File: src/rtl/apm_pkg.sv
package apm_pkg;

  typedef enum logic [1:0] {
    OP_START = 2'd0,
    OP_BYTE  = 2'd1,
    OP_STOP  = 2'd2
  } bus_op_e;

  typedef enum logic [2:0] {
    ST_IDLE,
    ST_START,
    ST_CTRL,
    ST_STOP_RETRY,
    ST_STOP_OK,
    ST_STOP_TO,
    ST_FIN
  } seq_st_e;

  // Control byte for a write-direction address phase: address on top, R/W = 0.
  function automatic logic [7:0] ctrl_write_byte(input logic [6:0] addr);
    return {addr, 1'b0};
  endfunction

endpackage

File: src/rtl/apm_attempt_ctr.sv
module apm_attempt_ctr #(
  parameter int CNT_W = 8
) (
  input  logic             clk,
  input  logic             rst_n,
  input  logic             clr_i,
  input  logic             inc_i,
  input  logic [CNT_W-1:0] limit_i,
  output logic [CNT_W-1:0] count_o,
  output logic             at_limit_o
);

  // A limit of zero still allows one attempt.
  function automatic logic [CNT_W-1:0] eff_limit(input logic [CNT_W-1:0] lim);
    return (lim == '0) ? CNT_W'(1) : lim;
  endfunction

  logic [CNT_W-1:0] cnt_q;

  always_ff @(posedge clk or negedge rst_n) begin
    if (!rst_n)      cnt_q <= '0;
    else if (clr_i)  cnt_q <= '0;
    else if (inc_i)  cnt_q <= cnt_q + CNT_W'(1);
  end

  assign count_o    = cnt_q;
  assign at_limit_o = (cnt_q >= eff_limit(limit_i));

  // the attempt count never passes the effective limit
  a_r6_count_within_limit: assert property (@(posedge clk) disable iff (!rst_n)
    !clr_i |-> cnt_q <= eff_limit(limit_i));

endmodule

File: src/rtl/apm_seq_fsm.sv
module apm_seq_fsm
  import apm_pkg::*;
(
  input  logic       clk,
  input  logic       rst_n,
  input  logic       start_i,
  input  logic       keep_open_i,
  input  logic       at_limit_i,
  input  logic       eng_done_i,
  input  logic       eng_ack_i,
  output seq_st_e    state_o,
  output logic       cmd_valid_o,
  output logic [1:0] cmd_op_o,
  output logic       ev_attempt_o,
  output logic       ev_finish_o,
  output logic       ev_timeout_o
);

  seq_st_e st_q, st_d;

  logic ev_ack, ev_nack;
  assign ev_ack  = (st_q == ST_CTRL) && eng_done_i && eng_ack_i;
  assign ev_nack = (st_q == ST_CTRL) && eng_done_i && !eng_ack_i;

  always_comb begin
    st_d = st_q;
    unique case (st_q)
      ST_IDLE:       if (start_i) st_d = ST_START;
      ST_START:      if (eng_done_i) st_d = ST_CTRL;
      ST_CTRL: begin
        if (ev_ack)       st_d = keep_open_i ? ST_FIN : ST_STOP_OK;
        else if (ev_nack) st_d = at_limit_i ? ST_STOP_TO : ST_STOP_RETRY;
      end
      ST_STOP_RETRY: if (eng_done_i) st_d = ST_START;
      ST_STOP_OK,
      ST_STOP_TO:    if (eng_done_i) st_d = ST_FIN;
      ST_FIN:        st_d = ST_IDLE;
      default:       st_d = ST_IDLE;
    endcase
  end

  always_ff @(posedge clk or negedge rst_n) begin
    if (!rst_n) st_q <= ST_IDLE;
    else        st_q <= st_d;
  end

  always_comb begin
    cmd_valid_o = 1'b1;
    cmd_op_o    = OP_STOP;
    unique case (st_q)
      ST_START:      cmd_op_o = OP_START;
      ST_CTRL:       cmd_op_o = OP_BYTE;
      ST_STOP_RETRY,
      ST_STOP_OK,
      ST_STOP_TO:    cmd_op_o = OP_STOP;
      default:       cmd_valid_o = 1'b0;
    endcase
  end

  assign state_o      = st_q;
  assign ev_attempt_o = (st_q == ST_START) && eng_done_i;
  assign ev_finish_o  = (st_d == ST_FIN) && (st_q != ST_FIN);
  assign ev_timeout_o = (st_q == ST_STOP_TO);

  // a busy answer below the limit is followed by a stop request
  a_r3_nack_then_stop: assert property (@(posedge clk) disable iff (!rst_n)
    (ev_nack && !at_limit_i) |=> (cmd_valid_o && cmd_op_o == OP_STOP));

  // acknowledge with keep-open goes straight to finish, no stop
  a_r5_keep_skips_stop: assert property (@(posedge clk) disable iff (!rst_n)
    (ev_ack && keep_open_i) |=> (st_q == ST_FIN && !cmd_valid_o));

  // a new attempt always opens with a start request
  a_r2_retry_opens_start: assert property (@(posedge clk) disable iff (!rst_n)
    (st_q == ST_STOP_RETRY && eng_done_i) |=> (cmd_op_o == OP_START));

endmodule

File: src/rtl/ack_poll_master.sv
module ack_poll_master
  import apm_pkg::*;
#(
  parameter int CNT_W = 8
) (
  input  logic             clk,
  input  logic             rst_n,
  input  logic             req_i,
  input  logic [6:0]       dev_addr_i,
  input  logic [CNT_W-1:0] max_polls_i,
  input  logic             keep_open_i,
  output logic             busy_o,
  output logic             done_o,
  output logic             timeout_o,
  output logic [CNT_W-1:0] attempts_o,
  output logic             cmd_valid_o,
  output logic [1:0]       cmd_op_o,
  output logic [7:0]       cmd_byte_o,
  input  logic             eng_done_i,
  input  logic             eng_ack_i
);

  seq_st_e          state;
  logic             accept;
  logic [6:0]       addr_q;
  logic [CNT_W-1:0] lim_q;
  logic             keep_q;
  logic [CNT_W-1:0] count;
  logic             at_limit;
  logic             ev_attempt, ev_finish, ev_timeout;
  logic             to_q;
  logic [CNT_W-1:0] att_q;

  assign busy_o = (state != ST_IDLE);
  assign accept = req_i && !busy_o;

  always_ff @(posedge clk or negedge rst_n) begin
    if (!rst_n) begin
      addr_q <= '0;
      lim_q  <= '0;
      keep_q <= 1'b0;
    end else if (accept) begin
      addr_q <= dev_addr_i;
      lim_q  <= max_polls_i;
      keep_q <= keep_open_i;
    end
  end

  apm_attempt_ctr #(.CNT_W(CNT_W)) u_ctr (
    .clk        (clk),
    .rst_n      (rst_n),
    .clr_i      (accept),
    .inc_i      (ev_attempt),
    .limit_i    (lim_q),
    .count_o    (count),
    .at_limit_o (at_limit)
  );

  apm_seq_fsm u_fsm (
    .clk          (clk),
    .rst_n        (rst_n),
    .start_i      (accept),
    .keep_open_i  (keep_q),
    .at_limit_i   (at_limit),
    .eng_done_i   (eng_done_i),
    .eng_ack_i    (eng_ack_i),
    .state_o      (state),
    .cmd_valid_o  (cmd_valid_o),
    .cmd_op_o     (cmd_op_o),
    .ev_attempt_o (ev_attempt),
    .ev_finish_o  (ev_finish),
    .ev_timeout_o (ev_timeout)
  );

  always_ff @(posedge clk or negedge rst_n) begin
    if (!rst_n) begin
      to_q  <= 1'b0;
      att_q <= '0;
    end else if (accept) begin
      to_q  <= 1'b0;
      att_q <= '0;
    end else if (ev_finish) begin
      to_q  <= ev_timeout;
      att_q <= count;
    end
  end

  assign cmd_byte_o = ctrl_write_byte(addr_q);
  assign done_o     = (state == ST_FIN);
  assign timeout_o  = to_q;
  assign attempts_o = att_q;

  // finish pulse lasts one cycle
  a_r8_done_single: assert property (@(posedge clk) disable iff (!rst_n)
    done_o |=> !done_o);

  // a timeout result reports exactly the effective limit of attempts
  a_r6_timeout_at_limit: assert property (@(posedge clk) disable iff (!rst_n)
    (done_o && timeout_o) |-> (attempts_o == ((lim_q == '0) ? CNT_W'(1) : lim_q)));

  // poll parameters stay frozen while busy
  a_r9_req_ignored: assert property (@(posedge clk) disable iff (!rst_n)
    (busy_o && !done_o) |=> ($stable(addr_q) && $stable(lim_q) && $stable(keep_q)));

  // results hold between finish and the next accepted request
  a_r7_result_hold: assert property (@(posedge clk) disable iff (!rst_n)
    (!busy_o && !accept) |=> ($stable(attempts_o) && $stable(timeout_o)));

endmodule

File: config.mk
export PLATFORM = sky130hd
export DESIGN_NAME = ack_poll_master
export DESIGN_NICKNAME = d
export VERILOG_FILES = /design/src/rtl/apm_pkg.sv /design/src/rtl/apm_attempt_ctr.sv /design/src/rtl/apm_seq_fsm.sv /design/src/rtl/ack_poll_master.sv
export SDC_FILE = /design/constraint.sdc
export NUM_CORES = 1
export LEC_CHECK = 0
export ABC_AREA = 0
export ABC_CLOCK_PERIOD_IN_PS = 5000
export CAP_MARGIN = 30
export CELL_PAD_IN_SITES_DETAIL_PLACEMENT = 0
export CELL_PAD_IN_SITES_GLOBAL_PLACEMENT = 2
export CORE_UTILIZATION = 32
export DETAILED_ROUTE_END_ITERATION = 10
export PLACE_DENSITY = 0.84
export SLEW_MARGIN = 30
export SYNTH_ARGS = -nofsm -noshare
export SYNTH_HDL_FRONTEND = slang
export SYNTH_SLANG_ARGS = --single-unit
File: constraint.sdc
create_clock -name clk -period 5 [get_ports clk]
set_input_delay 1 -clock clk [delete_from_list [all_inputs] [get_ports clk]]
set_output_delay 1 -clock clk [all_outputs]
set_load 0.01 [all_outputs]
==> flow_metrics.tcl <==
set metrics [dict create \
    holdWs_ns 0.473 \
    period_share_pct 54.1 \
    ys_types 40 \
    overflow 0 \
    synth_top_flop_cell "dfrtp_1" \
    fin_crit_ns 2.70 \
    setup.worst_path.start "lim_q[2]" \
    num_vias 1403 \
    p_per_area_mw_per_mm2 518 \
    skew_ns 0.00367 \
    post_cts_resized 0 \
    gr-usage-met1_pct 17.5 \
    grt_pass1_vias 1399 \
    drc 0 \
    fillers 570 \
    path_buf_inv 0 \
    placed_area_mm2 0.00231 \
    wl_um 4010 \
    crit_arrival_ns 2.91 \
    path_cells "nor4_1 > a41o_1 > ha_1 > nand2b_4 > a2111oi_4 > o221ai_2 > a21oi_2 > mux2i_1" \
    clock_sinks 36 \
    coreArea_mm2 0.00557 \
    synth_nets 230 \
    rsz0062_at_grt "false" \
    min_from "addr_q[6]" \
    rows 27 \
    viasPerCell 4.53 \
    yosysWarningCount 0 \
    r2r_start "lim_q[2]" \
    end_kind "flip-flop" \
    hold_path_class "reg2reg" \
    maxSlewViolCount 0 \
    numCtsBuffers 5 \
    start_util_pct 33.7 \
    yosysSeqAreaShare_pct 48.0 \
    mostFrequentLayoutCell "nand2_1" \
    dieWidth_um 78.6 \
    dr.pass1.iters 4 \
    async_flop_share_pct 100 \
    synth_enable_flop_cells 0 \
    power_mw 1.25 \
    antenna_found_initial 0 \
    antenna_cells 0 \
    place_hpwl_um 2720 \
    grt_util_met2_pct 21.8 \
    crit_required_ns 5.21 \
    finalSetupTns_ns 0 \
    synth-seq-cells 36 \
    grtUsageMet3_pct 3.49 \
    path_class "reg2reg" \
    yosys.area.top_type "dfrtp_1" \
    grt.busiest_layer "met2" \
    layout_common_cells "nand2_1, clkdlybuf4s50_1, dfrtp_1" \
    placed_cells 303 \
    first_iter_violations 78 \
    syn_to_final_growth_pct 28.2 \
    dieArea_mm2 0.00618 \
    routedWlPerCell_um 12.9 \
    worst_slew_pin_slew_ns 0.832 \
    crit_slowest_cell "a21oi_2" \
    start_kind "flip-flop" \
    leakage_nw 1.09 \
    synth.area.top_cells "dfrtp_1, nand2_1, ha_1, mux2i_1, inv_1" \
    fin_area_mm2 0.00241 \
    layout-drive-gt1-share_pct 6.72 \
    layout.nets 268 \
    clkLatencyLatePin_ns 0.29 \
    io_buffers 41 \
    grt_max_degree 37 \
    relSlewSlack_pct 44.5 \
    ant_nets 0 \
    grt_pass1_wl_um 6500 \
    cts_tree "done" \
    place.gp.congestion 0.706 \
    cts_root_buffer "clkbuf_8" \
    clkTransAtPathRegs_ns 0.07 \
    status "finished, final reports clean" \
    hold_viol_final 0 \
    synth_area_mm2 0.00188 \
    synth_top_area_share_pct 48.0 \
    ctsHtreeMaxLevel 2 \
    cts_setup_buffers 0 \
    grt_usage_pct 13.7 \
    vdd_ir_drop_max_uv 285 \
    cts_hold_buf 0 \
    io_pins 43 \
    syn_area_per_cell_um2 9.39 \
    finalNonFillerCells 310 \
    fp.dieH_um 78.6 \
    critical-path-max-stage-delay_ns 0.56 \
    finalSetupViolCount 0 \
    netlist_instances 200 \
    critPathMaxFanout 9 \
    max_cap_violations 0 \
    crit_family "compound AO/OA/AOI/OAI gates" \
    fmaxAchievable_mhz 370 \
    clk_path_buf_depth 2 \
]
## power breakdown
group	leakage [nW]	internal, mW	switching [mW]
Combinational	0.564	0.280	0.276
Sequential	0.471	0.385	0.0811
Clock	0.0503	0.123	0.102
Total	1.09	0.787	0.459
## worst paths after layout
kind	endpoint	slack, ns	cells after the start
max in group asynchronous	addr_q[0]	3.67	1
setup reg to reg	attempts_o[2]	2.30	8
setup / recovery	attempts_o[2]	2.30	8
hold reg to reg	addr_q[6]	0.47	2
min in group asynchronous	attempts_o[2]	0.81	1
hold / removal	addr_q[6]	0.47	2
## logic make-up (layout without fill, tap and decap cells)
kind of cell    Yosys count  count (layout)  synth area share (%)
buf+inv                  29              67                  7.33
other cells               1               1                 0.200
simple gates             83              83                  20.3
flops                    36              36                  48.0
compound gates           26              26                  10.2
fa+ha+maj                 9               9                  6.00
mux                       8               8                  4.26
xor+xnor                  8               8                  3.73
## flip-flops by register name, indices dropped and copies added, names as in the netlist
register,flops
attempts_o,8
u_ctr.count_o,8
addr_q,7
keep_q,1
lim_q,8
timeout_o,1
u_fsm.state_o,3
## layout make-up
cell class / instances / area, um2 / area share [%]
timing repair buffer: 42 / 413 / 17.2
inverter: 18 / 67.6 / 2.81
clock buffer: 7 / 96.3 / 4.00
multi-input combinational: 135 / 840 / 34.9
sequential: 36 / 901 / 37.4
tap: 72 / 90.1 / 3.74
## metrics by stage
step,worst slack (ns),utilization [%]
after CTS,2.26,43.2
after floorplan,2.81,-
final,2.30,43.2
after detailed placement,2.12,41.5
after global placement,2.17,41.5
after global routing,2.15,43.2
## synth_stat cells (3+ instances only)
library cell	n
nor2_1	14
inv_1	18
ha_1	9
a21oi_1	7
dfrtp_1	36
nand2b_1	3
nand3_1	4
o21ai_0	8
nand2_1	49
mux2i_1	8
xnor2_1	7
buf_2	5
## worst min-delay path, cell delays in order, from the launching register on
cell,delay [ns]
dfrtp_1,0.34
nand2_1,0.05
nand2_1,0.05
## layer usage
metal  wire length [um]  part of all wire [%]
met1               1950                    49
met3                151                   3.8
met4                 68                   1.7
met5                  0                     0
met2               1840                    46
(Power assumes the default switching activity.)
